File: src/rtl/acpi_irq_pkg.sv
package acpi_irq_pkg;
  parameter int NUM_GRP = 5;
  parameter int DW      = 16;
  parameter int AW      = 8;

  localparam int EVT_W = NUM_GRP * DW;

  typedef enum logic [3:0] {
    OFS_STAT = 4'h0,
    OFS_AEN  = 4'h1,
    OFS_SEN  = 4'h2
  } grp_ofs_e;

  typedef enum int {
    GRP_TRAP    = 0,
    GRP_SMBUS   = 1,
    GRP_GPIO    = 2,
    GRP_MISC    = 3,
    GRP_LPT_USB = 4
  } grp_id_e;

  localparam logic [AW-1:0] CTRL_ADDR = '0;
  localparam int CTRL_W = 2;
endpackage

File: src/rtl/acpi_evt_group.sv
module acpi_evt_group #(
  parameter int DW = 16
) (
  input  logic          clk_i,
  input  logic          rst_ni,
  input  logic [DW-1:0] evt_i,
  input  logic          clr_we_i,
  input  logic          aen_we_i,
  input  logic          sen_we_i,
  input  logic [DW-1:0] wdata_i,
  output logic [DW-1:0] stat_o,
  output logic [DW-1:0] aen_o,
  output logic [DW-1:0] sen_o,
  output logic          acpi_req_o,
  output logic          smi_req_o
);
  logic [DW-1:0] stat_q, aen_q, sen_q;
  logic [DW-1:0] clr_mask;

  assign clr_mask = clr_we_i ? wdata_i : '0;

  always_ff @(posedge clk_i or negedge rst_ni) begin
    if (!rst_ni) begin
      stat_q <= '0;
      aen_q  <= '0;
      sen_q  <= '0;
    end else begin
      // event set dominates a same-cycle clear
      stat_q <= (stat_q & ~clr_mask) | evt_i;
      if (aen_we_i) aen_q <= wdata_i;
      if (sen_we_i) sen_q <= wdata_i;
    end
  end

  assign stat_o     = stat_q;
  assign aen_o      = aen_q;
  assign sen_o      = sen_q;
  assign acpi_req_o = |(stat_q & aen_q);
  assign smi_req_o  = |(stat_q & sen_q);
endmodule

File: src/rtl/acpi_irq_route.sv
module acpi_irq_route #(
  parameter int NUM_GRP = 5
) (
  input  logic [NUM_GRP-1:0] acpi_req_i,
  input  logic [NUM_GRP-1:0] smi_req_i,
  input  logic               sci_sel_i,
  input  logic               smi_gate_i,
  input  logic               usb_smi_i,
  input  logic               serirq_smi_i,
  output logic               sci_o,
  output logic               smi_o
);
  logic acpi_any, direct_any, smi_raw;

  assign acpi_any   = |acpi_req_i;
  assign direct_any = |smi_req_i;
  assign sci_o      = sci_sel_i & acpi_any;
  assign smi_raw    = (~sci_sel_i & acpi_any) | direct_any | usb_smi_i | serirq_smi_i;
  assign smi_o      = smi_gate_i & smi_raw;
endmodule

File: src/rtl/acpi_irq_router.sv
module acpi_irq_router
  import acpi_irq_pkg::*;
(
  input  logic             clk_i,
  input  logic             rst_ni,
  input  logic             wr_en_i,
  input  logic             rd_en_i,
  input  logic [AW-1:0]    addr_i,
  input  logic [DW-1:0]    wdata_i,
  output logic [DW-1:0]    rdata_o,
  input  logic [EVT_W-1:0] evt_i,
  input  logic             usb_smi_i,
  input  logic             serirq_smi_i,
  output logic             sci_o,
  output logic             smi_o
);
  logic [NUM_GRP-1:0]       acpi_req, smi_req;
  logic [DW-1:0]            stat_a [NUM_GRP];
  logic [DW-1:0]            aen_a  [NUM_GRP];
  logic [DW-1:0]            sen_a  [NUM_GRP];
  logic [EVT_W-1:0]         stat_all;
  logic [CTRL_W-1:0]        ctrl_q;
  logic                     sci_sel, smi_gate;
  logic [3:0]               region;
  logic [3:0]               ofs;
  logic [DW-1:0]            rd_mux;
  logic [DW-1:0]            rdata_q;

  assign region   = addr_i[7:4];
  assign ofs      = addr_i[3:0];
  assign sci_sel  = ctrl_q[0];
  assign smi_gate = ctrl_q[1];

  always_ff @(posedge clk_i or negedge rst_ni) begin
    if (!rst_ni)                              ctrl_q <= '0;
    else if (wr_en_i && addr_i == CTRL_ADDR)  ctrl_q <= wdata_i[CTRL_W-1:0];
  end

  for (genvar g = 0; g < NUM_GRP; g++) begin : g_grp
    logic hit;
    assign hit = (region == 4'(g + 1));
    acpi_evt_group #(.DW(DW)) u_grp (
      .clk_i      (clk_i),
      .rst_ni     (rst_ni),
      .evt_i      (evt_i[g*DW +: DW]),
      .clr_we_i   (wr_en_i && hit && ofs == OFS_STAT),
      .aen_we_i   (wr_en_i && hit && ofs == OFS_AEN),
      .sen_we_i   (wr_en_i && hit && ofs == OFS_SEN),
      .wdata_i    (wdata_i),
      .stat_o     (stat_a[g]),
      .aen_o      (aen_a[g]),
      .sen_o      (sen_a[g]),
      .acpi_req_o (acpi_req[g]),
      .smi_req_o  (smi_req[g])
    );
    assign stat_all[g*DW +: DW] = stat_a[g];
  end

  always_comb begin
    rd_mux = '0;
    if (addr_i == CTRL_ADDR) rd_mux = DW'(ctrl_q);
    for (int g = 0; g < NUM_GRP; g++) begin
      if (region == 4'(g + 1)) begin
        case (ofs)
          OFS_STAT: rd_mux = stat_a[g];
          OFS_AEN:  rd_mux = aen_a[g];
          OFS_SEN:  rd_mux = sen_a[g];
          default:  rd_mux = '0;
        endcase
      end
    end
  end

  always_ff @(posedge clk_i or negedge rst_ni) begin
    if (!rst_ni)      rdata_q <= '0;
    else if (rd_en_i) rdata_q <= rd_mux;
  end
  assign rdata_o = rdata_q;

  acpi_irq_route #(.NUM_GRP(NUM_GRP)) u_route (
    .acpi_req_i   (acpi_req),
    .smi_req_i    (smi_req),
    .sci_sel_i    (sci_sel),
    .smi_gate_i   (smi_gate),
    .usb_smi_i    (usb_smi_i),
    .serirq_smi_i (serirq_smi_i),
    .sci_o        (sci_o),
    .smi_o        (smi_o)
  );
endmodule

File: config.mk
export PLATFORM = sky130hd
export DESIGN_NAME = acpi_irq_router
export DESIGN_NICKNAME = d
export VERILOG_FILES = /design/src/rtl/acpi_irq_pkg.sv /design/src/rtl/acpi_evt_group.sv /design/src/rtl/acpi_irq_route.sv /design/src/rtl/acpi_irq_router.sv
export SDC_FILE = /design/constraint.sdc
export NUM_CORES = 1
export LEC_CHECK = 0
export BUFFER_PORTS_ARGS = -buffer_cell sky130_fd_sc_hd__buf_2
export CAP_MARGIN = 15
export CORE_MARGIN = 4
export CORE_UTILIZATION = 53
export DETAILED_ROUTE_END_ITERATION = 10
export PLACE_DENSITY = 0.78
export SLEW_MARGIN = 40
export SYNTH_ARGS = -nofsm -noshare
export SYNTH_HDL_FRONTEND = slang
export SYNTH_SLANG_ARGS = --single-unit
File: constraint.sdc
create_clock -name clk_i -period 2.2 [get_ports clk_i]
set_input_delay 0.44 -clock clk_i [delete_from_list [all_inputs] [get_ports clk_i]]
set_output_delay 0.44 -clock clk_i [all_outputs]
set_load 0.01 [all_outputs]
* Word-level counts from Yosys, hierarchy flattened
Index checks and enable logic that the tools add are counted.
Word-level totals: logic and storage cells 97, register bits after elaboration 258
Cells by class: bitwise logic cells 32, equal/unequal tests 7, muxes and demuxes 16, reductions and logical operators 25
Operators with widths (count):
- $and A16 B16 Y16 | 15
- $pmux W16 S3 | 5
- $mux W16 | 10
- $reduce_or A80 Y1 | 2
- $not A16 Y16 | 5
- $or A16 B16 Y16 | 5
- $logic_and A1 B1 Y1 | 21
- $eq A4 B2 Y1 const B | 3
- $eq A4 B1 Y1 const B | 2
- $eq A4 B3 Y1 const B | 2
- $logic_not A8 Y1 | 1
- $logic_not A4 Y1 | 1
- $and A1 B1 Y1 | 3
- $or A1 B1 Y1 | 3
- $mux W2 | 1
- $not A1 Y1 | 1

* Logic depth before layout (Yosys ltp)
Gate-level depths: netlist of run 1.
depth after elaboration 7, gate-level depth with buffers 9, gate-level depth less buffers 6

* Hierarchy
Synthesis of run 1 repeated with hierarchy kept, for this count alone.
Unflattened totals: cells, all modules 1078, area, all modules 13350.3 sq um
By module, submodules not included:
- acpi_evt_group | area each 2044.5 sq um, instances 5, cells an instance 136
- acpi_irq_router | area each 3076.7 sq um, instances 1, cells an instance 391
- acpi_irq_route | area each 51.3 sq um, instances 1, cells an instance 7

* Least setup slack after synthesis of run 1
OpenSTA, ideal clock, no wires.
path type register to output, start register g_grp[0].u_grp.sen_q[10], end output port smi_o, setup slack -0.106 ns, data arrival time 1.866 ns, data required time 1.760 ns, buffers on the path 0, cell stages (with the launch flop) 7, cell sequence dfrtp_1 a22o_1 a221oi_1 nand4_1 or4_1 o41ai_1 o21ai_1
Between the ends: longest elaborated chain between the ends 6
Ends and longest elaborated chain:
- start: declaration | RTL line acpi_evt_group.sv:17 | logic [DW-1:0] stat_q, aen_q, sen_q;
- start signal: assignment | RTL line acpi_evt_group.sv:31 | if (sen_we_i) sen_q <= wdata_i;
- $and A16 B16 Y16 | RTL line acpi_evt_group.sv:39 | assign smi_req_o = |(stat_q & sen_q);
- $reduce_or A80 Y1 | RTL line acpi_irq_route.sv:16 | assign direct_any = |smi_req_i;
- $or A1 B1 Y1 (3 in a row) | RTL line acpi_irq_route.sv:18 | assign smi_raw = (~sci_sel_i & acpi_any) | direct_any | usb_smi_i | serirq_smi_i;
- $and A1 B1 Y1 | RTL line acpi_irq_route.sv:19 | assign smi_o = smi_gate_i & smi_raw;
- end: declaration | RTL line acpi_irq_router.sv:15 | output logic smi_o
Every way passes these cells.

* Worst setup path after layout of run 1
start register g_grp[4].u_grp.stat_q[4], end output port smi_o
Between the ends: longest elaborated chain between the ends 7, elaborated cells on any way between the ends 9, classes of those cells bitwise: 7; reduce/logical: 2
Ends and longest elaborated chain:
- start: declaration | RTL line acpi_evt_group.sv:17
- start signal: assignment | RTL line acpi_evt_group.sv:29 | stat_q <= (stat_q & ~clr_mask) | evt_i;
- $and A16 B16 Y16 | RTL line acpi_evt_group.sv:38 | assign acpi_req_o = |(stat_q & aen_q);
- $reduce_or A80 Y1 | RTL line acpi_irq_route.sv:15 | assign acpi_any = |acpi_req_i;
- $and A1 B1 Y1 | RTL line acpi_irq_route.sv:18
- $or A1 B1 Y1 (*) (3 in a row) | RTL line acpi_irq_route.sv:18
- $and A1 B1 Y1 (*) | RTL line acpi_irq_route.sv:19
Every way passes the cells marked *; elsewhere a longest branch is shown, timed or not.

==> results of run 1 <==
-- sequential cells by signal (all words and copies together), names as in the netlist --
register	count
g_grp.u_grp.stat_o	80
rdata_o	16
ctrl_q	2
g_grp.u_grp.sen_o	80
g_grp.u_grp.aen_o	80
-- synth_stat cells (all sizes together), types with 3 or more instances --
cell type,number
dfrtp,258
mux2,162
nand2,88
a21o,80
a22oi,68
a222oi,53
clkbuf,43
buf,31
a221oi,26
a22o,26
nor2,23
o21ai,15
nand4,13
o221ai,13
o22a,13
o32a,13
nand3,7
nor2b,7
o22ai,6
and3,5
and2,4
nor4,3
or4,3
-- timing repair --
action,in CTS,in global routing
gates resized for setup,15,11
hold buffers,1,0
hold endpoints to repair,22,0
buffers inserted,0,7
setup endpoints to repair,2,3
pin swaps,2,9
-- area by class of cell --
type	count	area, µm²
flip-flops and latches	258	6457
fillers	1519	5957
multi-input cells	641	5409
repair buffers	410	3039
clock buffers	41	828.3
well taps	280	350.3
clock inverters	5	52.55
-- worst max-delay path by stage --
stage	start	endpoint	slack [ns]	cells after the start
final	g_grp[4].u_grp.stat_o[4]	smi_o	-1.00	7
after global placement	g_grp[4].u_grp.sen_o[4]	smi_o	-0.51	7
after detailed placement	g_grp[4].u_grp.stat_o[0]	smi_o	-0.55	7
after global routing	g_grp[4].u_grp.stat_o[0]	smi_o	-1.04	7
after floorplan	g_grp[0].u_grp.sen_o[10]	smi_o	0.005	6
after CTS	g_grp[4].u_grp.sen_o[4]	smi_o	-0.93	7
-- per-layer routing --
layer  wire [µm]  part of all wire [%]  track usage (%)  vias up
li1            -                     -                -     4597
met1       18250                    36            52.60     5565
met2       21980                    43            60.99     1009
met3        6664                    13            10.98      281
met4        3998                   7.9            23.11        2
met5          26                 0.051                0        -
-- power groups by stage --
| stage | Combinational, W | Sequential (W) | Clock [W] |
|---|---|---|---|
| after floorplan | 0.000480 | 0.00510 | 0 |
| after global placement | 0.00121 | 0.00512 | 0 |
| after detailed placement | 0.00122 | 0.00513 | 0 |
| after CTS | 0.00126 | 0.00505 | 0.00459 |
| after global routing | 0.00139 | 0.00507 | 0.00480 |
| final | 0.00132 | 0.00506 | 0.00460 |
-- worst register-to-register path, cell delays in order (launching register included) --
cell and delay, ns:
dfrtp_1 0.40, buf_4 0.16, a222oi_1 0.42, o22ai_1 0.21, a2111oi_0 0.53, a21oi_1 0.14
-- stage by stage --
step / setup slack [ns] / total power, W
floorplan: 0.005335 / 0.005577
global placement: -0.5070 / 0.006330
detailed placement: -0.5456 / 0.006355
CTS: -0.9326 / 0.01090
global route: -1.042 / 0.01125
finish: -1.003 / 0.01098
-- logic make-up (layout without fill, tap and decap cells) --
kind of cell / Yosys count / in the layout
simple gates: 159 / 159
compound gates: 320 / 320
buf+inv: 74 / 456
flops: 258 / 258
mux: 162 / 162
==> impl_metrics.yaml, run 1 <==
outcome:
  status: "complete, but fails checks"
  violations: "negative setup slack"
critical_path:
  start_kind: "flop"
  crit_type: "reg2out"
  ff2ff_path_depth: 5
  r2r_end: "rdata_o[0]"
  required_ns: 1.76
  worst-endpoint-arrival_ns: 2.76
  reg2reg_from: "g_grp[2].u_grp.stat_o[0]"
  cp_slowest_cell: "or4_4"
  path_max_fanout: 2
  slowest_delay_ns: 0.54
  end_kind: "primary output"
  cp_cell_sequence: "a22o_1 -> a221oi_2 -> nand4_1 -> or4_4 -> o41ai_4 -> o21ai_2 -> buf_2"
  crit_family: "compound AO/OA/AOI/OAI gates"
  rrSetupSlack_ns: 0.20
  path_buf_inv: 1
route:
  drt_iter0_drc: 2074
  ant_nets: 0
  drc_errors: 0
  drt_wl_total_um: 50910
  viasPerCell: 7.006
  avgRoutedWirePerCell_um: 31.14
  dr.pass1.iters: 10
  via_count: 11450
worst_hold_path:
  min_path_type: "in2reg"
  min_from: "evt_i[4]"
  whs_path_depth: 2
  min_to: "g_grp[0].u_grp.stat_o[4]"
global_routing:
  grt_antenna_before_repair: 0
  grt_pass1_wl_um: 73830
  grt_usage_pct: 40.36
  gr-total-overflow: 0
  grt_pass1_vias: 11420
  grt_max_degree: 80
timing:
  tightest_slew_ns: 0.5973
  slew_violations: 0
  hold_violations: 0
  max_freq_mhz: 312.3
  slew_headroom_pct: 60.18
  finalSetupViolations: 2
  fin_worst_skew_ns: 0.01453
  worst_slack_ns: -1.003
  final.setup.tns_ns: -1.931
  whs_ns: 0.07222
  period_needed_ns: 3.203
  rsz0062_at_grt: "yes"
  fin_crit_sh_pct: 145.6
clock_tree:
  clock_path_buffers: 3
  insertion_delay_ns: 0.54
  cts.sinks: 258
  htree_levels: 1
  root_buffer: "clkbuf_16"
  cts_buffers: 27
  cts_tree: "done"
  cts.reportedPaths.clkPinSlew_ns: 0.06
final_layout:
  layout_commonest_cell: "buf_4"
  nNetsFinal: 1448
  fin_area_um2: 16140
  syn_to_final_growth_pct: 34.13
  antenna_cells: 0
  post-route-util_pct: 73.04
  drive_gt1_share_pct: 47.75
  mostFrequentLayoutCells: "260 x buf_4, 257 x dfrtp_1, 160 x mux2_2"
  final_cells: 1635
floorplan:
  core_um2: 22090
  die_x_um: 158.7
  start_util_pct: 54.45
  die_y_um: 158.7
  die-area_um2: 25170
  num_io_pins: 128
  num_rows: 54
synth:
  synthAdderAreaFrac_pct: 0
  synthArstFlopShare_pct: 100.0
  yosysWarnings: 0
  syn_nets: 1083
  yosysUniqueCellTypes: 43
  synth_top_family_by_area: "compound AO/OA/AOI/OAI gates"
  synth_ff_type: "dfrtp_1"
  synthTopCellsByArea: "dfrtp_1 54%, mux2_2 15%, a21o_1 5.0%, a222oi_1 4.4%, a22oi_1 4.2%"
  synth-xor-area-share_pct: 0
  synth-seq-cells: 258
  synth_top_area_share_pct: 53.67
  syn_avg_cell_area_um2: 12.36
  synth-simple-area-share_pct: 6.531
  netlist_area_um2: 12030
  synthCells: 973
  synth_compound_area_share_pct: 21.77
  netlist.top_cell.by_area: "dfrtp_1"
  synth_mux_area_share_pct: 15.16
  yosysSeqAreaShare_pct: 53.67
  synth_edf_count: 0
pwr:
  power_frac_seq_pct: 46.1
  p_switching_w: 0.002763
  power_frac_comb_pct: 12.0
  clkPwrFrac_pct: 41.9
  ir_worst_vdd_mv: 0.6591
  leakagePower_nw: 7.188
  internal_power_w: 0.008212
  powerDensity_nw_per_um2: 680.1
  sw_frac_of_total_pct: 25.18
place:
  gp_congestion: 1.047
  dpl_cell_area_um2: 15040
  io_buffers: 127
  dpl.hpwl_um: 35750
  placedCellCount: 1581
flow_run:
  max-cap-violations: 0
Note: power is estimated with default switching activity, not from simulation.
==> run 2: changes to the inputs <==
Settings changed: CORE_UTILIZATION 53 to 50, PLACE_DENSITY 0.78 to 0.74.
==> run 2 against run 1 <==
The run still ends with negative setup slack left. Worst hold slack got worse by 0.013 ns. Routed wire length increased by 4.5%. Global-route usage decreased by 0.48 points. Cell count increased by 3.5%. Non-clock buffer count increased by 11. Clock skew decreased by 0.0073 ns. Largest power group is now clock.
==> impl_metrics.yaml, run 2 (synthesis results as in run 1) <==
place:
  dpl.hpwl_um: 38760
  dp_slack_ns: -0.4621
  io_buffers: 127
  gp_congestion: 0.9807
timing:
  tightest_slew_ns: 0.6586
  fin_worst_skew_ns: 0.007249
  rsz0062_at_grt: "yes"
  slew_headroom_pct: 54.96
  whs_ns: 0.05943
  finalSetupViolations: 2
  worst_slack_ns: -0.9824
  fin_crit_sh_pct: 144.7
  slew_violations: 0
  max_freq_mhz: 314.2
  hold_violations: 0
  period_needed_ns: 3.182
final_layout:
  drive_gt1_share_pct: 48.40
  antenna_cells: 0
  syn_to_final_growth_pct: 37.77
  nNetsFinal: 1461
  fillCellCount: 1769
  mostFrequentLayoutCells: "264 x buf_4, 256 x dfrtp_1, 160 x mux2_2"
  layout_commonest_cell: "buf_4"
outcome:
  violations: "negative setup slack"
  status: "complete, but fails checks"
flow_run:
  max-cap-violations: 0
route:
  dr.pass1.iters: 7
  via_count: 11240
  ant_nets: 0
  drc_errors: 0
  drt_wl_total_um: 53220
  avgRoutedWirePerCell_um: 31.44
  viasPerCell: 6.640
  drt_iter0_drc: 1760
critical_path:
  end_kind: "primary output"
  path_max_fanout: 2
  required_ns: 1.76
  start_kind: "flop"
  slowest_delay_ns: 0.57
  cp_cell_sequence: "a222oi_1 -> nand4_1 -> or4_1 -> o41ai_2 -> o21ai_2 -> buf_2"
  cp_slowest_cell: "or4_1"
  worst-endpoint-arrival_ns: 2.74
  crit_type: "reg2out"
global_routing:
  grt_pass1_wl_um: 76890
  grt_max_degree: 47
  grt_pass1_vias: 11480
  grt_antenna_before_repair: 1
  gr-total-overflow: 0
  grt_usage_pct: 39.88
floorplan:
  num_rows: 56
  num_io_pins: 128
  start_util_pct: 51.10
  die_y_um: 163.1
  die_x_um: 163.1
  die-area_um2: 26610
  core_um2: 23540
worst_hold_path:
  min_path_type: "in2reg"
clock_tree:
  cts_buffers: 29
  insertion_delay_ns: 0.55
  cts.reportedPaths.clkPinSlew_ns: 0.06
  cts_tree: "done"
  htree_levels: 1
  clock_path_buffers: 3
  root_buffer: "clkbuf_16"
  cts.sinks: 258
pwr:
  leakagePower_nw: 7.374
  powerDensity_nw_per_um2: 727.2
  ir_worst_vdd_mv: 0.6043
[run 2: cell types whose count changed in the layout (fill, tap and decap cells not counted), sizes merged]
| cell | delta |
|---|---|
| buf | +11 |
| bufinv | +7 |
| clkinv | -1 |
| clkinvlp | +1 |
| inv | +1 |
[run 2: per-stage QoR]
step / std cells / power, W / area (µm²) / setup TNS [ns] / utilization (%)
after detailed placement: 1634 / 0.006410 / 15280 / -6.165 / 64.92
final: 1693 / 0.01205 / 16570 / -1.824 / 70.40
after floorplan: 973 / 0.005577 / 12040 / 0 / -
after CTS: 1692 / 0.01202 / 16530 / -1.912 / 70.20
after global routing: 1693 / 0.01237 / 16570 / -1.898 / 70.40
after global placement: 1634 / 0.006385 / 15280 / -4.289 / 64.92
[run 2: layout make-up]
cell class	count	area (µm²)	area share (%)
multi-input cells	641	5383	32.48
well taps	319	399.1	2.408
clock inverters	13	274.0	1.653
flip-flops and latches	258	6459	38.97
clock buffers	41	850.8	5.133
repair buffers	421	3209	19.36
[run 2: power breakdown]
group	switching [W]	internal (W)	total, W	leakage, nW
logic	0.000705	0.000639	0.00134	3.70
clock network	0.00203	0.00362	0.00565	0.545
registers	0.000149	0.00491	0.00506	3.13
total	0.00288	0.00917	0.0121	7.37
[run 2: worst max-delay path: cells and delay by family (launching register included)]
family          cells  cell delay (ns)
compound gates      3             0.88
simple gates        2             0.77
flops               1             0.38
buf+inv             1             0.16
[run 2: what timing repair did]
action	4_1_cts	5_1_grt
endpoints found under the setup margin	2	2
hold buffers	1	0
pin swaps	5	2
buffers inserted	3	1
hold endpoints to repair	32	0
resized for setup	16	7
[run 2: worst paths after layout]
check                                         start                   endpoint  slack (ns)  depth (start not counted)
min                                       evt_i[44]  g_grp[2].u_grp.stat_o[12]        0.06                          2
max                        g_grp[4].u_grp.sen_o[14]                      smi_o       -0.98                          6
min in group asynchronous                    rst_ni    g_grp[4].u_grp.aen_o[4]        0.39                          2
min reg2reg                             rdata_o[14]                rdata_o[14]        0.50                          2
max in group asynchronous                    rst_ni    g_grp[3].u_grp.sen_o[3]        1.16                          3
max reg2reg                g_grp[3].u_grp.stat_o[0]                 rdata_o[0]        0.14                          5
[run 2: metal layers]
metal	global-route usage, %	wire length [µm]
met2	63.26	24230
met3	8.933	5814
met1	51.68	19750
met5	0	20
met4	20.43	3412
==> run 3: changes to the inputs <==
Settings changed: ABC_AREA from default to 1, CORE_ASPECT_RATIO from default to 1.25, CTS_CLUSTER_DIAMETER from default to 200.
==> run 3 against run 2 <==
Critical path depth grew 3. Maximum frequency grew 23%. Worst hold slack gained 0.0047 ns. Final area shrank 7.2%. Global-route usage shrank 8.3 points. Sequential share of layout area grew 3.0 points. Sequential power grew 2%. The run still ends with negative setup slack left. Clock power shrank 11%. Largest power group is now registers. Via count grew 15%. Critical endpoint unchanged. Routed wire length shrank 13%.
==> impl_metrics.yaml, run 3 <==
final_layout:
  layout_commonest_cell: "nand2_1"
  antenna_cells: 0
  drive_gt1_share_pct: 15.10
  mostFrequentLayoutCells: "598 x nand2_1, 255 x dfrtp_1, 173 x nor2_1"
  syn_to_final_growth_pct: 18.14
  post-route-util_pct: 60.44
  fin_area_um2: 15390
  nNetsFinal: 2002
timing:
  period_needed_ns: 2.580
  tightest_slew_ns: 0.7907
  rsz0062_at_grt: "yes"
  slew_headroom_pct: 47.23
  max_freq_mhz: 387.6
  finalSetupViolations: 2
  hold_violations: 0
  slew_violations: 0
  final.setup.tns_ns: -0.6806
  fin_crit_sh_pct: 117.3
  worst_slack_ns: -0.3797
  fin_worst_skew_ns: 0.01340
pwr:
  ir_worst_vdd_mv: 0.5836
  powerDensity_nw_per_um2: 749.4
  leakagePower_nw: 7.545
critical_path:
  worst-endpoint-arrival_ns: 2.14
  start_kind: "flop"
  required_ns: 1.76
  end_kind: "primary output"
  path_max_fanout: 3
  crit_type: "reg2out"
clock_tree:
  cts.sinks: 258
  cts_tree: "done"
  cts.reportedPaths.clkPinSlew_ns: 0.06
  htree_levels: 1
  clock_path_buffers: 3
  root_buffer: "clkbuf_16"
  insertion_delay_ns: 0.55
  cts_buffers: 28
synth:
  netlist_area_um2: 13020
  yosysUniqueCellTypes: 27
  syn_avg_cell_area_um2: 7.350
  synth_ff_type: "dfrtp_1"
  synth_top_area_share_pct: 49.57
  syn_nets: 1882
  synth_edf_count: 0
  synthArstFlopShare_pct: 100.0
  netlist.top_cell.by_area: "dfrtp_1"
  yosysSeqAreaShare_pct: 49.57
  yosysWarnings: 0
  synthCells: 1772
  synthTopCellsByArea: "dfrtp_1 50%, nand2_1 18%, nand3_1 5.8%, o21ai_0 5.6%, nor2_1 5.3%"
  yosys-top-cells-count: "615 x nand2_1, 258 x dfrtp_1, 185 x nor2_1, 152 x nand3_1, 146 x o21ai_0"
  yosysMostFrequentCell: "nand2_1"
  synth-seq-cells: 258
route:
  avgRoutedWirePerCell_um: 20.50
  viasPerCell: 5.755
  dr.pass1.iters: 6
  drt_wl_total_um: 46110
  ant_nets: 0
  via_count: 12940
  drc_errors: 0
  drt_iter0_drc: 1520
flow_run:
  max-cap-violations: 0
global_routing:
  grt_max_degree: 86
  grt_pass1_vias: 12410
  gr-total-overflow: 0
  grt-busiest-layer: "met2"
  use_met1_pct: 42.57
  grt_antenna_before_repair: 0
  grt_pass1_wl_um: 71140
  grt_usage_pct: 31.54
  grt_use_met2_pct: 48.77
  grtUsageMet3_pct: 5.100
place:
  dpl.hpwl_um: 32630
  dpl_cell_area_um2: 14270
  dp_slack_ns: 0.06823
  io_buffers: 127
  gp_congestion: 1.046
floorplan:
  start_util_pct: 51.16
  die_x_um: 152.4
  core_um2: 25460
  num_io_pins: 128
  num_rows: 65
  die_y_um: 188.4
  die-area_um2: 28710
outcome:
  violations: "negative setup slack"
  status: "complete, but fails checks"
worst_hold_path:
  min_path_type: "in2reg"
==> run 3: metrics by stage <==
| step | hold WS [ns] | power [W] | std cells |
|---|---|---|---|
| after detailed placement | 0.3118 | 0.006493 | 2195 |
| after floorplan | 0.1444 | 0.005875 | 1772 |
| final | 0.06412 | 0.01153 | 2249 |
| after global routing | 0.06566 | 0.01191 | 2249 |
| after CTS | 0.05945 | 0.01148 | 2249 |
| after global placement | 0.3153 | 0.006462 | 2195 |
==> run 3: final timing paths <==
path	startpoint	end	slack [ns]	depth (start not counted)
worst max register to register	g_grp[2].u_grp.stat_o[4]	rdata_o[4]	0.87	6
max in group asynchronous	rst_ni	g_grp[0].u_grp.stat_o[1]	1.05	3
min in group asynchronous	rst_ni	g_grp[2].u_grp.sen_o[15]	0.34	2
worst max-delay path	g_grp[1].u_grp.stat_o[10]	smi_o	-0.38	9
worst min-delay path	evt_i[79]	g_grp[4].u_grp.stat_o[15]	0.06	3
worst min register to register	rdata_o[2]	rdata_o[2]	0.50	2
==> run 3: cells by family (layout without fill, tap and decap cells) <==
group / Yosys count / count (layout) / synth area share (%)
AO/OA/AOI/OAI: 278 / 278 / 11.56
flip-flops: 258 / 258 / 49.57
AND/OR/NAND/NOR: 1000 / 1000 / 31.57
buffers and inverters: 236 / 378 / 7.301
==> run 3: repair_timing <==
action	in CTS	in global routing
hold endpoints to repair	22	0
resized for setup	20	17
pin swaps	12	13
hold buffers	1	0
setup buffers	1	0
endpoints found under the setup margin	2	2
==> run 3: area by class of cell <==
class,instances,area (µm²)
Multi-Input combinational cell,1278,5722
Sequential cell,258,6460
Clock inverter,13,176.4
Inverter,142,533.0
Fill cell,2281,10070
Tap cell,335,419.2
Timing Repair Buffer,184,1262
Clock buffer,39,813.3
==> run 3: routing by layer <==
metal / vias up / routed length, µm
met2: 844 / 20800
met1: 6032 / 17550
met3: 173 / 4705
li1: 5894 / -
met4: 0 / 3047
met5: - / 0
==> run 3: report_power, final <==
part	total (W)	internal (W)	switching [W]
clock network	0.00505	0.00305	0.00200
registers	0.00515	0.00497	0.000181
logic	0.00133	0.000444	0.000885
==> run 3: critical path, stage by stage, from the launching register on <==
cell      delay, ns
dfrtp_1        0.43
nand2_2        0.12
nand2_1        0.07
nor2_1         0.14
nand2_1        0.12
nor2_1         0.15
nand2_1        0.12
o21bai_1       0.20
a21oi_2        0.10
buf_2          0.15
